### src/rtl/regbank_pkg.sv
package regbank_pkg;
  localparam int NREG    = 6;
  localparam int IDX_CTL = 0;
  localparam int IDX_STA = 1;
  localparam int IDX_CMD = 2;
  localparam int IDX_EVT = 3;
  localparam int IDX_FLG = 4;
  localparam int IDX_CNT = 5;

  // which registers own a write select
  localparam logic [NREG-1:0] WRITABLE = 6'b110101;

  typedef enum logic {WM_LOAD, WM_OR} wmode_e;
endpackage

### src/rtl/regbank_decode.sv
module regbank_decode #(
  parameter int              ADDR_W   = 16,
  parameter int              NREG     = 6,
  parameter logic [ADDR_W-1:0] BASE   = 16'h0040,
  parameter logic [NREG-1:0] WRITABLE = '1,
  localparam int             OFF_W    = (NREG > 1) ? $clog2(NREG) : 1
) (
  input  logic              clk,
  input  logic              rst,
  input  logic [ADDR_W-1:0] addr,
  input  logic              req_n,
  input  logic              rd_n,
  input  logic              wr_n,
  output logic [NREG-1:0]   rd_sel,
  output logic [NREG-1:0]   wr_sel
);
  logic blk_sel;

  assign blk_sel = (addr[ADDR_W-1:OFF_W] == BASE[ADDR_W-1:OFF_W]) && !req_n;

  for (genvar i = 0; i < NREG; i++) begin : g_sel
    logic hit;
    assign hit       = blk_sel && (addr[OFF_W-1:0] == OFF_W'(i));
    assign rd_sel[i] = hit && !rd_n;
    if (WRITABLE[i]) begin : g_wr
      assign wr_sel[i] = hit && !wr_n;
    end else begin : g_ro
      assign wr_sel[i] = 1'b0;
    end
  end

  // an idle request line never yields a select
  a_r2_no_req_no_sel: assert property (@(posedge clk) disable iff (rst)
    req_n |-> (rd_sel == '0 && wr_sel == '0));
  // at most one register answers a read
  a_r3_rd_onehot: assert property (@(posedge clk) disable iff (rst)
    $onehot0(rd_sel));
  a_r2_wr_onehot: assert property (@(posedge clk) disable iff (rst)
    $onehot0(wr_sel));
endmodule

### src/rtl/regbank_cell.sv
module regbank_cell
  import regbank_pkg::*;
#(
  parameter int          W    = 8,
  parameter wmode_e      MODE = WM_LOAD,
  parameter logic [W-1:0] DEF = '0
) (
  input  logic         clk,
  input  logic         rst,
  input  logic         wr_sel,
  input  logic [W-1:0] wdata,
  input  logic [W-1:0] clr,
  input  logic         ld,
  input  logic [W-1:0] ld_d,
  output logic [W-1:0] q
);
  logic [W-1:0] base_v;
  logic [W-1:0] nxt;

  always_comb begin
    base_v = ld ? ld_d : q;
    if (wr_sel) begin
      if (MODE == WM_OR) base_v = q | wdata;
      else               base_v = wdata;
    end
    nxt = base_v & ~clr;
  end

  always_ff @(posedge clk) begin
    if (rst) q <= DEF;
    else     q <= nxt;
  end

  // a cleared bit is zero after the edge, whatever else happened
  a_r8_clear_wins: assert property (@(posedge clk) disable iff (rst)
    (|clr) |=> ((q & $past(clr)) == '0));
  // with no write, load or clear the value holds
  a_r4_hold: assert property (@(posedge clk) disable iff (rst)
    (!wr_sel && !ld && clr == '0) |=> $stable(q));
  if (MODE == WM_LOAD) begin : g_ld_chk
    // a bus write beats a simultaneous hardware load
    a_r9_write_over_load: assert property (@(posedge clk) disable iff (rst)
      wr_sel |=> (q == $past(wdata & ~clr)));
  end
endmodule

### src/rtl/regbank_rdmux.sv
module regbank_rdmux #(
  parameter int NREG   = 6,
  parameter int DATA_W = 8
) (
  input  logic [NREG-1:0]             rd_sel,
  input  logic [NREG-1:0][DATA_W-1:0] src,
  output logic [DATA_W-1:0]           rdata,
  output logic                        doe
);
  always_comb begin
    rdata = '0;
    for (int i = 0; i < NREG; i++) begin
      if (rd_sel[i]) rdata = src[i];
    end
    doe = |rd_sel;
  end
endmodule

### src/rtl/regbank_top.sv
module regbank_top
  import regbank_pkg::*;
#(
  parameter int                ADDR_W     = 16,
  parameter int                DATA_W     = 8,
  parameter logic [ADDR_W-1:0] BASE_ADDR  = 16'h0040,
  parameter bit                USE_MEMREQ = 1'b0,
  parameter int                CTL_W      = 8,
  parameter logic [CTL_W-1:0]  CTL_DEF    = 8'hA5,
  parameter int                STAT_W     = 8,
  parameter int                CMD_W      = 8,
  parameter logic [CMD_W-1:0]  CMD_DEF    = 8'h00,
  parameter int                EVT_W      = 4,
  parameter int                FLAG_W     = 8,
  parameter logic [FLAG_W-1:0] FLAG_DEF   = 8'h01,
  parameter int                CNT_W      = 6,
  parameter logic [CNT_W-1:0]  CNT_DEF    = 6'h00
) (
  input  logic              clk,
  input  logic              rst,
  input  logic [ADDR_W-1:0] bus_addr,
  input  logic [DATA_W-1:0] bus_wdata,
  output logic [DATA_W-1:0] bus_rdata,
  output logic              bus_doe,
  input  logic              bus_rd_n,
  input  logic              bus_wr_n,
  input  logic              bus_ioreq_n,
  input  logic              bus_memreq_n,
  output logic [CTL_W-1:0]  ctl_q,
  input  logic [STAT_W-1:0] stat_i,
  output logic [CMD_W-1:0]  cmd_q,
  output logic              cmd_stb,
  input  logic [EVT_W-1:0]  evt_i,
  output logic              evt_stb,
  output logic [FLAG_W-1:0] flag_q,
  input  logic [FLAG_W-1:0] flag_clr,
  output logic [CNT_W-1:0]  cnt_q,
  input  logic              cnt_ld,
  input  logic [CNT_W-1:0]  cnt_d
);
  logic                        req_n;
  logic [NREG-1:0]             rd_sel;
  logic [NREG-1:0]             wr_sel;
  logic [NREG-1:0][DATA_W-1:0] src;

  assign req_n = USE_MEMREQ ? bus_memreq_n : bus_ioreq_n;

  regbank_decode #(
    .ADDR_W(ADDR_W), .NREG(NREG), .BASE(BASE_ADDR), .WRITABLE(WRITABLE)
  ) u_dec (
    .clk(clk), .rst(rst), .addr(bus_addr), .req_n(req_n),
    .rd_n(bus_rd_n), .wr_n(bus_wr_n), .rd_sel(rd_sel), .wr_sel(wr_sel)
  );

  regbank_cell #(.W(CTL_W), .MODE(WM_LOAD), .DEF(CTL_DEF)) u_ctl (
    .clk(clk), .rst(rst), .wr_sel(wr_sel[IDX_CTL]), .wdata(bus_wdata[CTL_W-1:0]),
    .clr('0), .ld(1'b0), .ld_d('0), .q(ctl_q)
  );

  regbank_cell #(.W(CMD_W), .MODE(WM_LOAD), .DEF(CMD_DEF)) u_cmd (
    .clk(clk), .rst(rst), .wr_sel(wr_sel[IDX_CMD]), .wdata(bus_wdata[CMD_W-1:0]),
    .clr('0), .ld(1'b0), .ld_d('0), .q(cmd_q)
  );

  regbank_cell #(.W(FLAG_W), .MODE(WM_OR), .DEF(FLAG_DEF)) u_flg (
    .clk(clk), .rst(rst), .wr_sel(wr_sel[IDX_FLG]), .wdata(bus_wdata[FLAG_W-1:0]),
    .clr(flag_clr), .ld(1'b0), .ld_d('0), .q(flag_q)
  );

  regbank_cell #(.W(CNT_W), .MODE(WM_LOAD), .DEF(CNT_DEF)) u_cnt (
    .clk(clk), .rst(rst), .wr_sel(wr_sel[IDX_CNT]), .wdata(bus_wdata[CNT_W-1:0]),
    .clr('0), .ld(cnt_ld), .ld_d(cnt_d), .q(cnt_q)
  );

  // one-cycle access strobes
  always_ff @(posedge clk) begin
    if (rst) begin
      cmd_stb <= 1'b0;
      evt_stb <= 1'b0;
    end else begin
      cmd_stb <= wr_sel[IDX_CMD];
      evt_stb <= rd_sel[IDX_EVT];
    end
  end

  assign src[IDX_CTL] = DATA_W'(ctl_q);
  assign src[IDX_STA] = DATA_W'(stat_i);
  assign src[IDX_CMD] = DATA_W'(cmd_q);
  assign src[IDX_EVT] = DATA_W'(evt_i);
  assign src[IDX_FLG] = DATA_W'(flag_q);
  assign src[IDX_CNT] = DATA_W'(cnt_q);

  regbank_rdmux #(.NREG(NREG), .DATA_W(DATA_W)) u_mux (
    .rd_sel(rd_sel), .src(src), .rdata(bus_rdata), .doe(bus_doe)
  );

  // a command write is followed by a strobe
  a_r5_cmd_stb: assert property (@(posedge clk) disable iff (rst)
    wr_sel[IDX_CMD] |=> cmd_stb);
  a_r5_cmd_stb_only: assert property (@(posedge clk) disable iff (rst)
    !wr_sel[IDX_CMD] |=> !cmd_stb);
  // an event read is followed by a strobe
  a_r7_evt_stb: assert property (@(posedge clk) disable iff (rst)
    rd_sel[IDX_EVT] |=> evt_stb);
  // nothing is driven without a read strobe
  a_r3_no_rd_no_doe: assert property (@(posedge clk) disable iff (rst)
    bus_rd_n |-> !bus_doe);
endmodule

### config.mk
export PLATFORM = sky130hd
export DESIGN_NAME = regbank_top
export DESIGN_NICKNAME = d
export VERILOG_FILES = /design/src/rtl/regbank_pkg.sv /design/src/rtl/regbank_decode.sv /design/src/rtl/regbank_cell.sv /design/src/rtl/regbank_rdmux.sv /design/src/rtl/regbank_top.sv
export SDC_FILE = /design/constraint.sdc
export NUM_CORES = 1
export LEC_CHECK = 0
export BUFFER_PORTS_ARGS = -buffer_cell sky130_fd_sc_hd__clkbuf_2
export CELL_PAD_IN_SITES_DETAIL_PLACEMENT = 2
export CELL_PAD_IN_SITES_GLOBAL_PLACEMENT = 2
export CORE_ASPECT_RATIO = 0.5
export CORE_MARGIN = 2
export CORE_UTILIZATION = 24
export CTS_BUF_LIST = sky130_fd_sc_hd__clkbuf_16
export DETAILED_ROUTE_END_ITERATION = 6
export HOLD_SLACK_MARGIN = 0.02
export PLACE_DENSITY = 0.78
export SYNTH_ARGS = -nofsm -noshare
export SYNTH_HDL_FRONTEND = slang
export SYNTH_SLANG_ARGS = --single-unit
### constraint.sdc
create_clock -name clk -period 2.2 [get_ports clk]
set_input_delay 0.22 -clock clk [delete_from_list [all_inputs] [get_ports clk]]
set_output_delay 0.22 -clock clk [all_outputs]
set_load 0.01 [all_outputs]
==> results by group <==
Synthesis
  • Post-synth EDFFs: 0
  • Synthesized area: between 1500 and 2000 um2
  • Syn Area/Cell: 8.80 um2
  • Ys flop type: dfxtp_1
  • #FFs+latches synth: 32
  • Distinct cell type count after synthesis: 41
  • Share of the yosys chip area belonging to registers: between 30% and 40%
  • YS warnings: 0
  • Cells after synthesis: 213
  • Synthesized net count: 270
  • Async set or reset register ratio after synthesis: 0%

STA
  • Final setup violation count: 0
  • Final hold vios: 0
  • Final setup margin: 0.00806 ns
  • Worst-Margin Slew: 0.753 ns
  • Final Cycle Share: between 90 and 100%
  • Fmax: 456 MHz
  • Rel. slew slack: roughly half
  • Final Skew: 0 ns
  • Tmin final: 2.19 ns
  • RSZ-0062 raised after global routing: no
  • Pins Over Slew Limit: 0

Final layout
  • P&R area growth vs syn: 41.9%
  • Area occupied by multi-input gates: 1120 um2
  • Number of fill cells: 864
  • Ratio of cells with drive above 1 in the final layout: 43.4%
  • ANT cells: 0
  • Final core utilization: 35.7%
  • Final nets: 365
  • Storage cell area: 641 um2

Die
  • Core area: 7460 um2
  • Row cnt: 22
  • Initial core utilization: 25.1%
  • Die W: 129 um
  • Die footprint: around 8600 um2
  • I/O pin count: 98
  • Die Span Y: 66.5 um

Setup path
  • CP max FO: 6
  • CP startpoint kind: input port
  • CP Class: input port to primary output
  • Crit-path max cell delay: about 0.56 ns
  • CP arrival: 1.97 ns
  • Worst Path Required: 1.98 ns
  • Slowest-stage cell, CP: or4_4
  • CP Cell Sequence: clkbuf_2 > or4_4 > or4_4 > o22ai_1 > a22o_1 > clkbuf_2
  • Worst reg2reg path startpoint: u_cnt.q[2]$_SDFFE_PP0P_
  • CP startpoint: bus_addr[15]
  • CP Capture Type: primary output

Clock tree
  • CTS Root Cell: clkbuf_16
  • TritonCTS clock tree: yes
  • Clock-pin slew on the worst setup and hold paths: 0.06 ns
  • Cts bufs inserted: 5
  • Clk sinks: 32
  • Deepest clock path buffer count: 2
  • Clock latency on the worst-skew pair: 0.28 ns
  • # H-tree levels: 2

Detailed routing
  • Final ANT Viol Nets: 0
  • DR vias: roughly 2,200
  • Vias/cell: between 5 and 6
  • DR iter-0 viols: 127
  • Pre-antenna DRT Iters: 4
  • WL per Instance: 20.5 um
  • Routed WL: 8.54 mm
  • Drc violations: 0

Pwr
  • PD cells: 599 nW/um2
  • Clock Power Share: 51.3%
  • Net switching power: 394 uW
  • Int Power: 1.20 mW
  • Comb pwr share: 11.4%
  • Worst vdd ir: 0.297 mV
  • Leakage: about 1.1 nW
  • Flop pwr share: 37.2%
  • Switch share: 24.7%

Global route
  • GRT Overall Usage: 20.3%
  • Largest net degree at the start of global routing: 37
  • Overflow after GRT: 0
  • First-pass GRT wire length: 13.2 mm
  • Initial antenna violation count: 0
  • Vias in the first global route: 2,379

Flow run
  • Max_cap viols: 0

Place
  • GP Congestion: between 0.8 and 0.9
  • Number of buffers added on ports: 96
  • DP Wirelength: between 6 and 7 mm
  • Pre-CTS setup slack: -0.0611 ns

Hold path
  • Hold Startpoint: flag_clr[4]
  • Worst hold path type: input port to flop

Status
  • Status: finished, final reports clean
==> state kept, by name (all words and copies together), names as in the netlist <==
name / cells
u_cmd.q: 8
u_ctl.q: 8
u_flg.q: 8
u_cnt.q: 6
cmd_stb: 1
evt_stb: 1
==> critical path, delay by kind of cell <==
family | cells | cell delay [ns]
buffers and inverters | 2 | 0.25
AOI/OAI and AO/OA | 2 | 0.40
and+or+nand+nor | 2 | 1.11
==> stage by stage <==
| step | area (um2) | setup TNS [ns] | hold WS, ns | total power [mW] | std cells |
|---|---|---|---|---|---|
| global placement | 2450 | -0.115 | 0.387 | 0.775 | 408 |
| finish | 2660 | 0 | 0.0919 | 1.59 | 417 |
| CTS | 2640 | 0 | 0.0911 | 1.60 | 416 |
| floorplan | 1870 | 0 | 0.299 | 0.686 | 213 |
| detailed placement | 2450 | -0.207 | 0.391 | 0.783 | 408 |
| global route | 2660 | 0 | 0.0944 | 1.64 | 417 |
==> layout by cell type (no fill, tap or decap), types with 5 or more instances in the layout <==
| master | synthesis | routed |
|---|---|---|
| nand4_1 | 5 | 5 |
| inv_1 | 5 | 5 |
| a21oi_1 | 14 | 14 |
| clkbuf_16 | 0 | 5 |
| mux2i_1 | 8 | 8 |
| o21ai_0 | 8 | 8 |
| nor3_1 | 21 | 21 |
| dfxtp_1 | 32 | 32 |
| nor2_1 | 13 | 12 |
| a221oi_1 | 6 | 6 |
| buf_4 | 3 | 12 |
| and2b_1 | 5 | 5 |
| clkbuf_2 | 1 | 94 |
| nand3_1 | 16 | 16 |
| a41oi_1 | 8 | 8 |
==> area by class of cell <==
| cell class | count | share of cell area, % |
|---|---|---|
| Timing Repair Buffer | 109 | 21.9 |
| Clock buffer | 5 | 4.70 |
| Inverter | 5 | 0.706 |
| Clock inverter | 3 | 1.60 |
| Tap cell | 108 | 5.08 |
| Multi-Input combinational cell | 155 | 42.0 |
| Sequential cell | 32 | 24.1 |
==> metal layers <==
metal  part of all wire, %  global-route usage (%)  up-vias  wire length, um
met5                     0                       0        -                0
met4                   1.3                    6.52        0              112
met3                   5.6                    4.26        9              477
met2                    50                    35.1       56             4280
met1                    43                    25.7     1098             3670
li1                      -                       -     1005                -
==> kinds of logic (layout without fill, tap and decap cells) <==
| kind of cell | count (synthesis) | in the layout | synth area share, % |
|---|---|---|---|
| DFF | 32 | 32 | 34.2 |
| and+or+nand+nor | 87 | 87 | 28.2 |
| muxes | 13 | 13 | 9.68 |
| AOI/OAI and AO/OA | 55 | 55 | 19.8 |
| buffers and inverters | 26 | 122 | 8.14 |
==> what timing repair did <==
action	in CTS	in global routing
setup buffers	0	1
hold buffers	0	0
endpoints found under the setup margin	8	8
gates resized for setup	3	5
pin swaps	1	5
==> power groups by stage <==
stage	registers [mW]	logic, mW	clock network (mW)
2_1_floorplan	0.607	0.0787	0
3_3_place_gp	0.606	0.169	0
3_5_place_dp	0.606	0.177	0
4_1_cts	0.594	0.182	0.823
5_1_grt	0.594	0.198	0.849
6_report	0.594	0.182	0.818
==> synthesized netlist by cell type (3+ instances only) <==
library cell	instances	share of area, %
mux4_2	4	4.8
a221oi_1	6	2.8
a22o_1	4	1.9
o21ai_1	4	1.1
clkbuf_1	8	1.6
a41oi_1	8	3.7
o22ai_1	5	1.7
dfxtp_1	32	34
a21oi_1	14	3.7
nand4_1	5	1.7
nand3_1	16	4.3
nor3_1	21	5.6
o21ai_0	8	2.1
nand2b_1	4	1.3
mux2i_1	8	4.3
and2b_1	5	2.0
inv_1	5	1.0
or4_4	3	1.8
and2_1	3	1.0
and3_1	5	1.7
buf_2	5	1.3
buf_4	3	1.2
nor2_1	13	2.6
==> final timing paths <==
kind                             end  slack (ns)  cells after the start
max                     bus_rdata[3]       0.008                      6
min            u_flg.q[4]$_SDFF_PP0_        0.09                      2
max reg2reg  u_cnt.q[2]$_SDFFE_PP0P_        1.24                      3
min reg2reg  u_cmd.q[6]$_SDFFE_PP0P_        0.51                      2
Note: power is estimated with default switching activity, not from simulation.
